$ cat src/rtl/trig_pkg.sv
package trig_pkg;
  typedef enum logic [1:0] {
    MODE_EDGE = 2'd0,
    MODE_FAST = 2'd1,
    MODE_WIDE = 2'd2,
    MODE_RSVD = 2'd3
  } trig_mode_e;
endpackage

$ cat src/rtl/trig_cfg_check.sv
module trig_cfg_check
  import trig_pkg::*;
#(
  parameter int NUM_CH   = 24,
  parameter int FAST_MAX = 5,
  parameter int WIDE_MAX = 16,
  parameter int WIDE_CH  = 16,
  parameter int BASE_W   = 5,
  parameter int WID_W    = 5
) (
  input  trig_mode_e        mode_i,
  input  logic [BASE_W-1:0] base_i,
  input  logic [WID_W-1:0]  width_i,
  output logic              ok_o
);
  int span;
  always_comb begin
    span = int'(base_i) + int'(width_i);
    unique case (mode_i)
      MODE_EDGE: ok_o = int'(base_i) < NUM_CH;
      MODE_FAST: ok_o = (width_i != '0) && (int'(width_i) <= FAST_MAX) && (span <= NUM_CH);
      MODE_WIDE: ok_o = (width_i != '0) && (int'(width_i) <= WIDE_MAX) && (span <= WIDE_CH);
      default:   ok_o = 1'b0;
    endcase
  end
endmodule

$ cat src/rtl/trig_window.sv
module trig_window #(
  parameter int NUM_CH = 24,
  parameter int PW     = 16,
  parameter int BASE_W = 5,
  parameter int WID_W  = 5
) (
  input  logic [NUM_CH-1:0] chan_i,
  input  logic [BASE_W-1:0] base_i,
  input  logic [WID_W-1:0]  width_i,
  input  logic [PW-1:0]     value_i,
  output logic              lsb_o,
  output logic              match_o
);
  logic [NUM_CH-1:0] shifted;
  logic [PW-1:0]     mask;

  assign shifted = chan_i >> base_i;
  assign lsb_o   = shifted[0];

  for (genvar i = 0; i < PW; i++) begin : g_mask
    assign mask[i] = (i < int'(width_i));
  end

  assign match_o = (((shifted[PW-1:0] ^ value_i) & mask) == '0);
endmodule

$ cat src/rtl/trig_wide_stage.sv
module trig_wide_stage #(
  parameter int EVAL_DIV = 3
) (
  input  logic clk,
  input  logic rst,
  input  logic restart_i,
  input  logic enable_i,
  input  logic match_i,
  output logic hit_o
);
  localparam int CW = (EVAL_DIV > 1) ? $clog2(EVAL_DIV) : 1;
  logic [CW-1:0] cnt;
  logic          tick;

  assign tick = (int'(cnt) == EVAL_DIV - 1);

  always_ff @(posedge clk) begin
    if (rst || restart_i) begin
      cnt   <= '0;
      hit_o <= 1'b0;
    end else begin
      cnt   <= tick ? '0 : cnt + 1'b1;
      hit_o <= tick && enable_i && match_i;
    end
  end

  a_r5_eval_on_tick: assert property (@(posedge clk) disable iff (rst)
    hit_o |-> $past(tick));
endmodule

$ cat src/rtl/pattern_trigger.sv
module pattern_trigger
  import trig_pkg::*;
#(
  parameter int NUM_CH   = 24,
  parameter int FAST_MAX = 5,
  parameter int WIDE_MAX = 16,
  parameter int WIDE_CH  = 16,
  parameter int EVAL_DIV = 3,
  parameter int BASE_W   = $clog2(NUM_CH),
  parameter int WID_W    = $clog2(WIDE_MAX + 1)
) (
  input  logic                clk,
  input  logic                rst,
  input  logic [NUM_CH-1:0]   chan_i,
  input  logic [1:0]          cfg_mode,
  input  logic [BASE_W-1:0]   cfg_base,
  input  logic [WID_W-1:0]    cfg_width,
  input  logic [WIDE_MAX-1:0] cfg_value,
  input  logic                arm_i,
  output logic                trig_o,
  output logic                armed_o
);
  trig_mode_e          mode_q;
  logic [BASE_W-1:0]   base_q;
  logic [WID_W-1:0]    width_q;
  logic [WIDE_MAX-1:0] value_q;
  logic                cfg_ok, cur_bit, win_match, wide_hit;
  logic                prev_q, prev_ok, edge_hit, fire;

  trig_cfg_check #(
    .NUM_CH(NUM_CH), .FAST_MAX(FAST_MAX), .WIDE_MAX(WIDE_MAX),
    .WIDE_CH(WIDE_CH), .BASE_W(BASE_W), .WID_W(WID_W)
  ) u_check (
    .mode_i(trig_mode_e'(cfg_mode)), .base_i(cfg_base),
    .width_i(cfg_width), .ok_o(cfg_ok)
  );

  trig_window #(
    .NUM_CH(NUM_CH), .PW(WIDE_MAX), .BASE_W(BASE_W), .WID_W(WID_W)
  ) u_win (
    .chan_i(chan_i), .base_i(base_q), .width_i(width_q),
    .value_i(value_q), .lsb_o(cur_bit), .match_o(win_match)
  );

  trig_wide_stage #(.EVAL_DIV(EVAL_DIV)) u_wide (
    .clk(clk), .rst(rst), .restart_i(arm_i),
    .enable_i(armed_o && mode_q == MODE_WIDE),
    .match_i(win_match), .hit_o(wide_hit)
  );

  assign edge_hit = prev_ok && (prev_q != value_q[0]) && (cur_bit == value_q[0]);

  always_comb begin
    unique case (mode_q)
      MODE_EDGE: fire = armed_o && edge_hit;
      MODE_FAST: fire = armed_o && win_match;
      MODE_WIDE: fire = armed_o && wide_hit;
      default:   fire = 1'b0;
    endcase
  end

  always_ff @(posedge clk) begin
    if (rst) begin
      mode_q  <= MODE_EDGE;
      base_q  <= '0;
      width_q <= '0;
      value_q <= '0;
      armed_o <= 1'b0;
      trig_o  <= 1'b0;
      prev_q  <= 1'b0;
      prev_ok <= 1'b0;
    end else if (arm_i) begin
      mode_q  <= trig_mode_e'(cfg_mode);
      base_q  <= cfg_base;
      width_q <= cfg_width;
      value_q <= cfg_value;
      armed_o <= cfg_ok;
      trig_o  <= 1'b0;
      prev_ok <= 1'b0;
    end else begin
      prev_q  <= cur_bit;
      prev_ok <= armed_o;
      if (fire) begin
        trig_o  <= 1'b1;
        armed_o <= 1'b0;
      end
    end
  end

  a_r8_trig_holds: assert property (@(posedge clk) disable iff (rst)
    trig_o && !arm_i |=> trig_o);
  a_r8_arm_clears: assert property (@(posedge clk) disable iff (rst)
    arm_i |=> !trig_o);
  a_r9_idle_after_fire: assert property (@(posedge clk) disable iff (rst)
    $rose(trig_o) |-> !armed_o);
  a_r7_refused: assert property (@(posedge clk) disable iff (rst)
    arm_i && !cfg_ok |=> !armed_o);
  a_r6_wide_latency: assert property (@(posedge clk) disable iff (rst)
    $rose(trig_o) && mode_q == MODE_WIDE |-> $past(wide_hit));
endmodule

$ cat config.mk
export PLATFORM = sky130hd
export DESIGN_NAME = pattern_trigger
export DESIGN_NICKNAME = d
export VERILOG_FILES = /design/src/rtl/trig_pkg.sv /design/src/rtl/trig_cfg_check.sv /design/src/rtl/trig_window.sv /design/src/rtl/trig_wide_stage.sv /design/src/rtl/pattern_trigger.sv
export SDC_FILE = /design/constraint.sdc
export NUM_CORES = 1
export LEC_CHECK = 0
export ABC_CLOCK_PERIOD_IN_PS = 3410
export BUFFER_PORTS_ARGS = -buffer_cell sky130_fd_sc_hd__buf_2
export CORE_MARGIN = 10
export CORE_UTILIZATION = 58
export CTS_BUF_LIST = sky130_fd_sc_hd__clkbuf_16
export DETAILED_ROUTE_END_ITERATION = 7
export GPL_TIMING_DRIVEN = 0
export PLACE_DENSITY = 0.93
export SYNTH_ARGS = -nofsm -noshare
export SYNTH_HDL_FRONTEND = slang
export SYNTH_SLANG_ARGS = --single-unit
$ cat constraint.sdc
create_clock -name clk -period 3.41 [get_ports clk]
set_clock_uncertainty 0.05 [all_clocks]
set_input_delay 0.341 -clock clk [delete_from_list [all_inputs] [get_ports clk]]
set_output_delay 0.341 -clock clk [all_outputs]
set_load 0.1 [all_outputs]
Yosys cells after proc, flatten, opt, wreduce, memory -nomap -nowiden:

Cells that the tools add are included.

* register bits: 35
* logic and storage cells: 67

* reduce and logical (&&, ||, !) cells: 20
* shifts and indexed selects: 1
* bitwise operators: 2
* $add $sub $neg: 2
* mux-type cells: 4
* equal/unequal tests: 7
* order comparisons: 21

Operators by type and width (count)
* $le 32x6->1 const B: 2
* $lt 4x5->1 const A: 8
* $shr 24x5->16: 1
* $lt 3x5->1 const A: 4
* $and 16x16->16: 1
* $logic_not 16->1: 1
* $xor 16x16->16: 1
* $logic_and 1x1->1: 12
* $lt 1x5->1 const A: 2
* $lt 2x5->1 const A: 2
* $add 5x5->6: 1
* $eq 2x2->1 const B: 3
* $pmux 1 s3: 2
* $le 5x3->1 const B: 1
* $le 5x5->1 const B: 1
* $lt 5x5->1 const B: 1
* $reduce_bool 5->1: 1
* $eq 2x1->1 const B: 2
* $logic_not 2->1: 2
* $reduce_or 2->1: 2
* $add 2x1->2 const B: 1
* $mux 1: 2
* $reduce_bool 2->1: 1
* $eq 1x1->1: 1
* other kinds (2): 2

Logic depth before layout (Yosys ltp):

Gate-level depths: netlist (run 1).

* word-level depth: 8
* mapped depth: 12
* gate-level depth less buffers: 10

Modules after synthesis:

A second synthesis (run 1) with hierarchy kept.

* cell total of the unflattened synthesis: 347
* area, all modules: 3239.4 um2

Modules (own cells, without submodules)
* trig_window: cells each 190, area each 1631.6 um2, instances 1
* pattern_trigger: cells each 115, area each 1218.7 um2, instances 1
* trig_cfg_check: cells each 33, area each 272.8 um2, instances 1
* trig_wide_stage: cells each 9, area each 116.4 um2, instances 1

Least setup slack after synthesis (run 1):

No wires, ideal clock.

* path type: reg-to-reg
* from: register base_q[0]
* to: register armed_o
* arrival time: 2722 ps
* setup slack: 518 ps
* clock period less this slack: 2892 ps
* data required time: 3240 ps
* cell stages (with the launch flop): 12
* path through: dfxtp_1 -> buf_6 -> buf_12 -> buf_12 -> mux4_2 -> mux2i_1 -> o22ai_2 -> mux2i_1 -> a2111oi_1 -> o211ai_1 -> or3_1 -> a211o_1

* longest elaborated chain between the ends: 7

RTL lines
* start, declared: line pattern_trigger.sv:24 `logic [BASE_W-1:0] base_q;`
* start signal, assigned: line pattern_trigger.sv:74 `base_q <= cfg_base;`
* $shr 24x5->16 (*): line trig_window.sv:17 `assign shifted = chan_i >> base_i;`
* $xor 16x16->16: line trig_window.sv:24 `assign match_o = (((shifted[PW-1:0] ^ value_i) & mask) == '0);`
* $and 16x16->16: line trig_window.sv:24
* $logic_not 16->1: line trig_window.sv:24
* $logic_and 1x1->1: line pattern_trigger.sv:56 `MODE_FAST: fire = armed_o && win_match;`
* $pmux 1 s3 (*): line pattern_trigger.sv:54 `unique case (mode_q)`
* $reduce_bool 2->1 (no source line) (*)
* end signal, assigned: line pattern_trigger.sv:77 `armed_o <= cfg_ok;`
* end, declared: line pattern_trigger.sv:21 `output logic armed_o`

Mark *: on every way between the ends. The rest lies on a longest branch, timed or not.
A chain may end at the register's enable or synchronous reset.

Worst setup path in the final report (run 1):

Same ends and word-level chain as after synthesis.

==> results of run 1 <==
## kinds of logic (layout without fill, tap and decap cells)
kind of cell	after synthesis	in the layout	share of synthesized area
and+or+nand+nor	118	118	0.168
adders and majority gates	11	11	0.0409
buffers and inverters	41	103	0.0808
AOI/OAI and AO/OA	77	77	0.157
xor gates and xnor gates	10	10	0.0247
DFF	35	35	0.198
muxes	81	81	0.331
## final timing paths
path,start,to,cells after the start
worst min register to register,u_wide.cnt[0],u_wide.cnt[0],1
worst max-delay path,base_q[0],armed_o,10
worst min-delay path,rst,u_wide.cnt[0],2
worst max register to register,base_q[0],armed_o,10
## per-stage QoR
step / hold slack, ns / std cells
global placement: 0.355 / 502
detailed placement: 0.365 / 502
CTS: 0.243 / 510
global route: 0.258 / 510
floorplan: 0.349 / 373
finish: 0.245 / 510
## cell type report
type,instances,share of cell area
multi-input cells,297,0.629
flip-flops and latches,35,0.172
repair buffers,54,0.0662
plain buffers,30,0.0597
clock buffers,5,0.0306
well taps,75,0.0230
inverters,11,0.0107
clock inverters,3,0.00949
## synth_stat cells (6+ instances only)
library cell  number  area (um2)
mux4_1            12         315
mux2i_1           51         510
nand2_1           17        63.8
a21oi_1           17        85.1
mux4_2            13         293
clkbuf_1          12        45.0
buf_6              6        67.6
inv_1              9        33.8
ha_1              10         125
nand3_1            8        40.0
nor2b_1            7        43.8
dfxtp_1           35         701
nor2_1            49         184
nor4_1             6        37.5
o21ai_0            8        40.0
xor2_1             6        52.6
## per-layer routing
| metal | up-vias | GRT usage | wire length, um |
|---|---|---|---|
| li1 | 1566 | - | - |
| met1 | 1652 | 0.256 | 4100 |
| met2 | 200 | 0.344 | 5070 |
| met3 | 38 | 0.0500 | 1030 |
| met4 | 0 | 0.0761 | 284 |
| met5 | - | 0 | 0 |
## flip-flops by register name, indices dropped and copies added, names as in the netlist
name	flops
prev_ok	1
armed_o	1
width_q	5
mode_q	2
u_wide.cnt	2
prev_q	1
value_q	16
u_wide.hit_o	1
base_q	5
trig_o	1
## repair_timing
item | 4_1_cts | 5_1_grt
setup endpoints to repair | 0 | 2
endpoints found under the hold margin | 0 | 0
setup buffers | 0 | 0
resized for setup | 0 | 4
## power groups by stage
stage	Clock, W	Combinational, W	Sequential (W)
2_1_floorplan	0	0.000355	0.000460
3_3_place_gp	0	0.000481	0.000457
3_5_place_dp	0	0.000496	0.000459
4_1_cts	0.000513	0.000499	0.000451
5_1_grt	0.000527	0.000552	0.000453
6_report	0.000506	0.000513	0.000451
==> results.md, run 1 <==
* Outcome: completed
* Seq cells post-synth at 35
* Footprint of the multi-input gates at around 0.0026 mm2
* Drt initial violations at about 460
* Most frequent cells in the layout: 58 x buf_2, 50 x mux2i_1, 49 x nor2_1
* Setup WS pre-CTS at about 0.11 ns
* Count of cell types in the netlist at 69
* CTS clk-pin slew, worst paths at ~0.050 ns
* Critical path launch point type: flip-flop
* Worst Path Buf+Inv at 2
* Pwr/cell area at approximately 360 mW/mm2
* TritonCTS clock tree: built
* Critical path fanouts, max at 10
* # DRC at 0
* RSZ-0062 raised after global routing: false
* Slew Viols, Final at 0
* Slew HR at 0.452
* First drt pass iteration count at 5
* Switch share at 0.314
* Avg Inst Size Synth at approximately 9.5 um2
* Overall Power at 0.00147 W
* Setup TNS at 0 ns
* Die ar. at roughly 0.0096 mm2
* Tot GR Track Use at 0.208
* Peak Freq at 0.311 GHz
* Fill cell count at around 480
* Num Clock Sinks at 35
* Placed Area at approximately 0.0039 mm2
* Worst path cell trace: buf_6, buf_12, mux4_1, mux4_2, nand3_1, a21oi_1, a211oi_1, o2111ai_1, or3_1, a211o_1
* Min cycle time layout at about 3.2 ns
* Placer Congestion at 0.982
* Initial antenna violation count at 0
* Type of the worst setup path: flip-flop to flip-flop
* First-pass GRT wire length at between 15000 and 20000 um
* Core region area at between 0.005 and 0.006 mm2
* Final net count at 500
* Via count at around 3500
* Most common cell after layout, fill and taps aside: buf_2
* Period Utilization, post-route at 0.943
* CP top delay family: multiplexers
* Hold crit path type: input port to flip-flop
* EDFF count, synth at 0
* Internal Power at 0.00101 W
* Clock group share of total power at 0.344
* Routed Antenna Nets at 0
* Final wirelength at about 10000 um
* Register Area at roughly 700 um2
* CTS Buffer Depth at 2
* Vias/cell at between 6 and 7
* Avg WL per Cell at 20.6 um
* Net Sw Power at 0.000461 W
* Clock Latency Late Sink at between 0.2 and 0.3 ns
* Vias in the first global route at about 3400
* Critical path arrival at 3.33 ns
* Post-DP HPWL at roughly 8400 um
* Num CTS Buffers at 5
* Top FF cell, synth: dfxtp_1
* Die width at 98.2 um
* Flop pwr share at 0.307
* Post-Synthesis Cells at roughly 370
* Row count at 28
* Worst setup margin at about 0.19 ns
* Max incr delay on CP at 0.65 ns
* Worst setup EP type: flip-flop
* Ports at 57
* Final instance area at 0.00409 mm2
* FF-to-FF setup slack at roughly 0.2 ns
* Initial Utilization at 0.599
* PortBufs at 54
* Worst-Margin Slew at around 0.82 ns
* Asr flop ratio synth at 0
* Fin. Hold Viols at 0
* Total of max-cap violations at 0
* Req. time, crit path at between 3 and 4 ns
* Ys Warns at 0
* Register area share after synthesis at 0.198
* Maximum VDD drop at between 200 and 300 uV
* Die span in y at between 90 and 100 um
* ANT cells at 0
* Lkg Pwr at 1.72 nW
* CP max stage cell: mux4_1
* H-tree depth at 2
* Final Util at 0.690
* Root Buffer: clkbuf_16
* Final setup vio count at 0
* Share of power burned in combinational logic at 0.349
* Gr ovfl total at 0
* Share of cells above drive strength 1 at 0.257
* Largest net degree at the start of global routing at 12
* Hold buffer count at cts at 0
* Cell area after synthesis at around 0.0035 mm2
* Net Count, Synth at roughly 440
* Area Growth Syn to Fin at 15.2%
Note: power is estimated with default switching activity, not from simulation.
==> run 2: changes to the inputs <==
- CORE_UTILIZATION: 58 -> 57
- PLACE_DENSITY: 0.93 -> 0.92
- SYNTH_HIERARCHICAL: not set -> 1
- TNS_END_PERCENT: not set -> 100
==> run 2 against run 1 <==
Power shrank 6.1%. Global-route usage increased by 0.70 points. Cell count shrank 5.3%. Flip-flop and latch count is the same. Maximum frequency fell by 2.5%. Synthesized area shrank 8.7%. Setup slack worse by 0.083 ns. Largest cell class unchanged.
==> results.md, run 2 <==
* CP top delay family: compound AO/OA/AOI/OAI gates
* Final setup vio count at 0 (unchanged)
* Fin. Hold Viols at 0 (unchanged)
* Initial Utilization at 0.588 (-0.0108)
* Post-DP HPWL at 7560 um (-9.5%)
* Worst Path Buf+Inv at 2 (unchanged)
* Lkg Pwr at 1.63 nW (-4.9%)
* Cell area after synthesis at 0.00324 mm2 (-8.7%)
* ANT cells at 0 (unchanged)
* Share of cells above drive strength 1 at 0.299 (+0.0418)
* Routed Antenna Nets at 0 (unchanged)
* Die width at 95.4 um (-2.9%)
* Maximum VDD drop at 255 uV (-1.9%)
* Setup TNS at 0 ns (unchanged)
* H-tree depth at 2 (unchanged)
* Min cycle time layout at 3.30 ns (+0.0828 ns)
* EDFF count, synth at 0 (unchanged)
* Die span in y at 95.4 um (-2.9%)
* Ranking of synthesized cells by area: dfxtp_1 22%, mux2i_1 15%, mux4_2 12%
* Overall Power at 0.00138 W (-6.1%)
* Most common cell after layout, fill and taps aside: buf_2
* Initial antenna violation count at 0 (unchanged)
* RSZ-0062 raised after global routing: false
* Type of the worst setup path: flip-flop to flip-flop
* Peak Freq at 0.303 GHz (-2.5%)
* # DRC at 0 (unchanged)
* Hold buffer count at cts at 0 (unchanged)
* Biggest register: value_q
* Yosys top cell by area: dfxtp_1
* Slew HR at 0.676 (+0.225)
* Max incr delay on CP at 0.55 ns (-0.10 ns)
* Critical path launch point type: flip-flop
* Largest net degree at the start of global routing at 11 (-1)
* First drt pass iteration count at 5 (unchanged)
* Hold crit path type: input port to flip-flop
* First-pass GRT wire length at 15800 um (-6.1%)
* CTS clk-pin slew, worst paths at 0.05 ns (about the same)
* Yosys top cell area share at 0.216 (+0.0188)
* Worst setup EP type: flip-flop
* Drt initial violations at 292 (-36%)
* CTS Buffer Depth at 2 (unchanged)
* Outcome: completed
* Core region area at 0.00551 mm2 (-7.0%)
* Worst-Margin Slew at 0.489 ns (-0.333 ns)
* Vias in the first global route at 3196 (-5.1%)
* Worst path cell trace: buf_6, buf_12, mux4_1, mux2_2, o21ai_1, o22ai_1, xor2_1, a22oi_1, o2111ai_2, nor4_4, a22oi_2, o311ai_1, o21ai_0
* Asr flop ratio synth at 0 (unchanged)
* Max FFs per register at 16 (unchanged)
* Slew Viols, Final at 0 (unchanged)
* Row count at 27 (-3.6%)
* Num CTS Buffers at 5 (unchanged)
* Area Growth Syn to Fin at 17.7%
* Top FF cell, synth: dfxtp_1
* Avg Inst Size Synth at 9.34 um2 (-1.8%)
* Final wirelength at 9700 um (-7.6%)
* Most frequent cells in the layout: 58 x buf_2, 47 x mux2i_1, 45 x nor2_1
* Largest regs: value_q: 16 flops, base_q: 5 flops, width_q: 5 flops
* Tot GR Track Use at 0.215 (+0.00699)
* Period Utilization, post-route at 0.967 (+0.0243)
* Final net count at 477 (-4.6%)
* Clock Latency Late Sink at 0.28 ns (about the same)
* Vias/cell at 6.52 (-3.8%)
* Post-synth top cells: 48 x mux2i_1, 45 x nor2_1, 35 x dfxtp_1
* TritonCTS clock tree: built
* PortBufs at 56 (+3.7%)
* Gr ovfl total at 0 (unchanged)
* Ys Warns at 6 (+6)
* Placer Congestion at 0.918 (-6.5%)
* Pwr/cell area at 362 mW/mm2 (+0.57%)
* Num Clock Sinks at 35 (unchanged)
* Seq cells post-synth at 35 (unchanged)
* Hold slack at 0.247 ns (+0.00190 ns)
* Total of max-cap violations at 0 (unchanged)
* Ports at 57 (unchanged)
* CP max stage cell: mux4_1
* Count of cell types in the netlist at 61 (-12%)
* Post-Synthesis Cells at 347 (-7.0%)
* Req. time, crit path at 3.52 ns (about the same)
* Most frequent cell after synthesis: mux2i_1
* Critical path fanouts, max at 10 (unchanged)
* Critical path arrival at 3.41 ns (+0.08 ns)
* Die ar. at 0.00910 mm2 (-5.7%)
* Final Util at 0.692 (+0.00236)
* Root Buffer: clkbuf_16
* Via count at 3150 (-8.9%)
* Net Count, Synth at 413 (-5.9%)
* Register area share after synthesis at 0.216 (+0.0188)
* Avg WL per Cell at 20.1 um (-2.4%)
-- run 2: cell types whose count changed after synthesis, sizes merged, moves of 4 or more --
cell,change
nor2b,-6
mux2,+5
nor2,-4
nand2,+6
nor3b,-5
o22ai,+5
mux4,-6
xnor2,+5
a21oi,-4
or3,-4
clkbuf,-6
-- run 2: layout make-up --
class                   count  area (um2)
plain buffers              22         175
clock buffers               5         125
clock inverters             2        8.76
fillers                   428        1690
inverters                   9        33.8
multi-input cells         281        2390
flip-flops and latches     35         701
well taps                  72        90.1
repair buffers             57         288
-- run 2: final timing paths --
| check | end | cells after the start | from | slack (ns) |
|---|---|---|---|---|
| worst max-delay path | armed_o | 13 | base_q[0] | 0.11 |
| worst min-delay path | u_wide/hit_o | 2 | arm_i | 0.25 |
| worst min register to register | u_wide/cnt[0] | 1 | u_wide/cnt[0] | 0.38 |
| worst max register to register | armed_o | 13 | base_q[0] | 0.11 |
-- run 2: layer usage --
metal	up-vias	wire length, um	track usage
met1	1498	3890	0.275
li1	1433	-	-
met4	0	175	0.0602
met5	-	0	0
met3	23	981	0.0534
met2	196	4650	0.352
-- run 2: cell families (layout without fill, tap and decap cells) --
logic type      after synthesis  in the layout  synth area share
simple gates                101            101             0.151
buf+inv                      31             95            0.0618
xor+xnor                     18             18            0.0487
mux                          77             77             0.317
flops                        35             35             0.216
fa+ha+maj                    11             11            0.0448
compound gates               74             74             0.160
-- run 2: through the flow --
stage / worst slack, ns / cells / cell area, um2
floorplan: 0.404 / 347 / 3240
global placement: 0.0455 / 475 / 3610
detailed placement: -0.0765 / 475 / 3610
CTS: 0.00298 / 482 / 3760
global route: 0.000781 / 483 / 3810
finish: 0.112 / 483 / 3810
-- run 2: what timing repair did --
action                     4_1_cts  5_1_grt
setup endpoints to repair        2        2
buffers inserted                 0        1
gates resized for setup          4       11
pin swaps                        0        2
hold endpoints to repair         0        0
-- run 2: report_power, final --
part           switching (W)  internal (W)
combinational       0.000272      0.000233
clock               0.000156      0.000262
sequential         0.0000248      0.000433
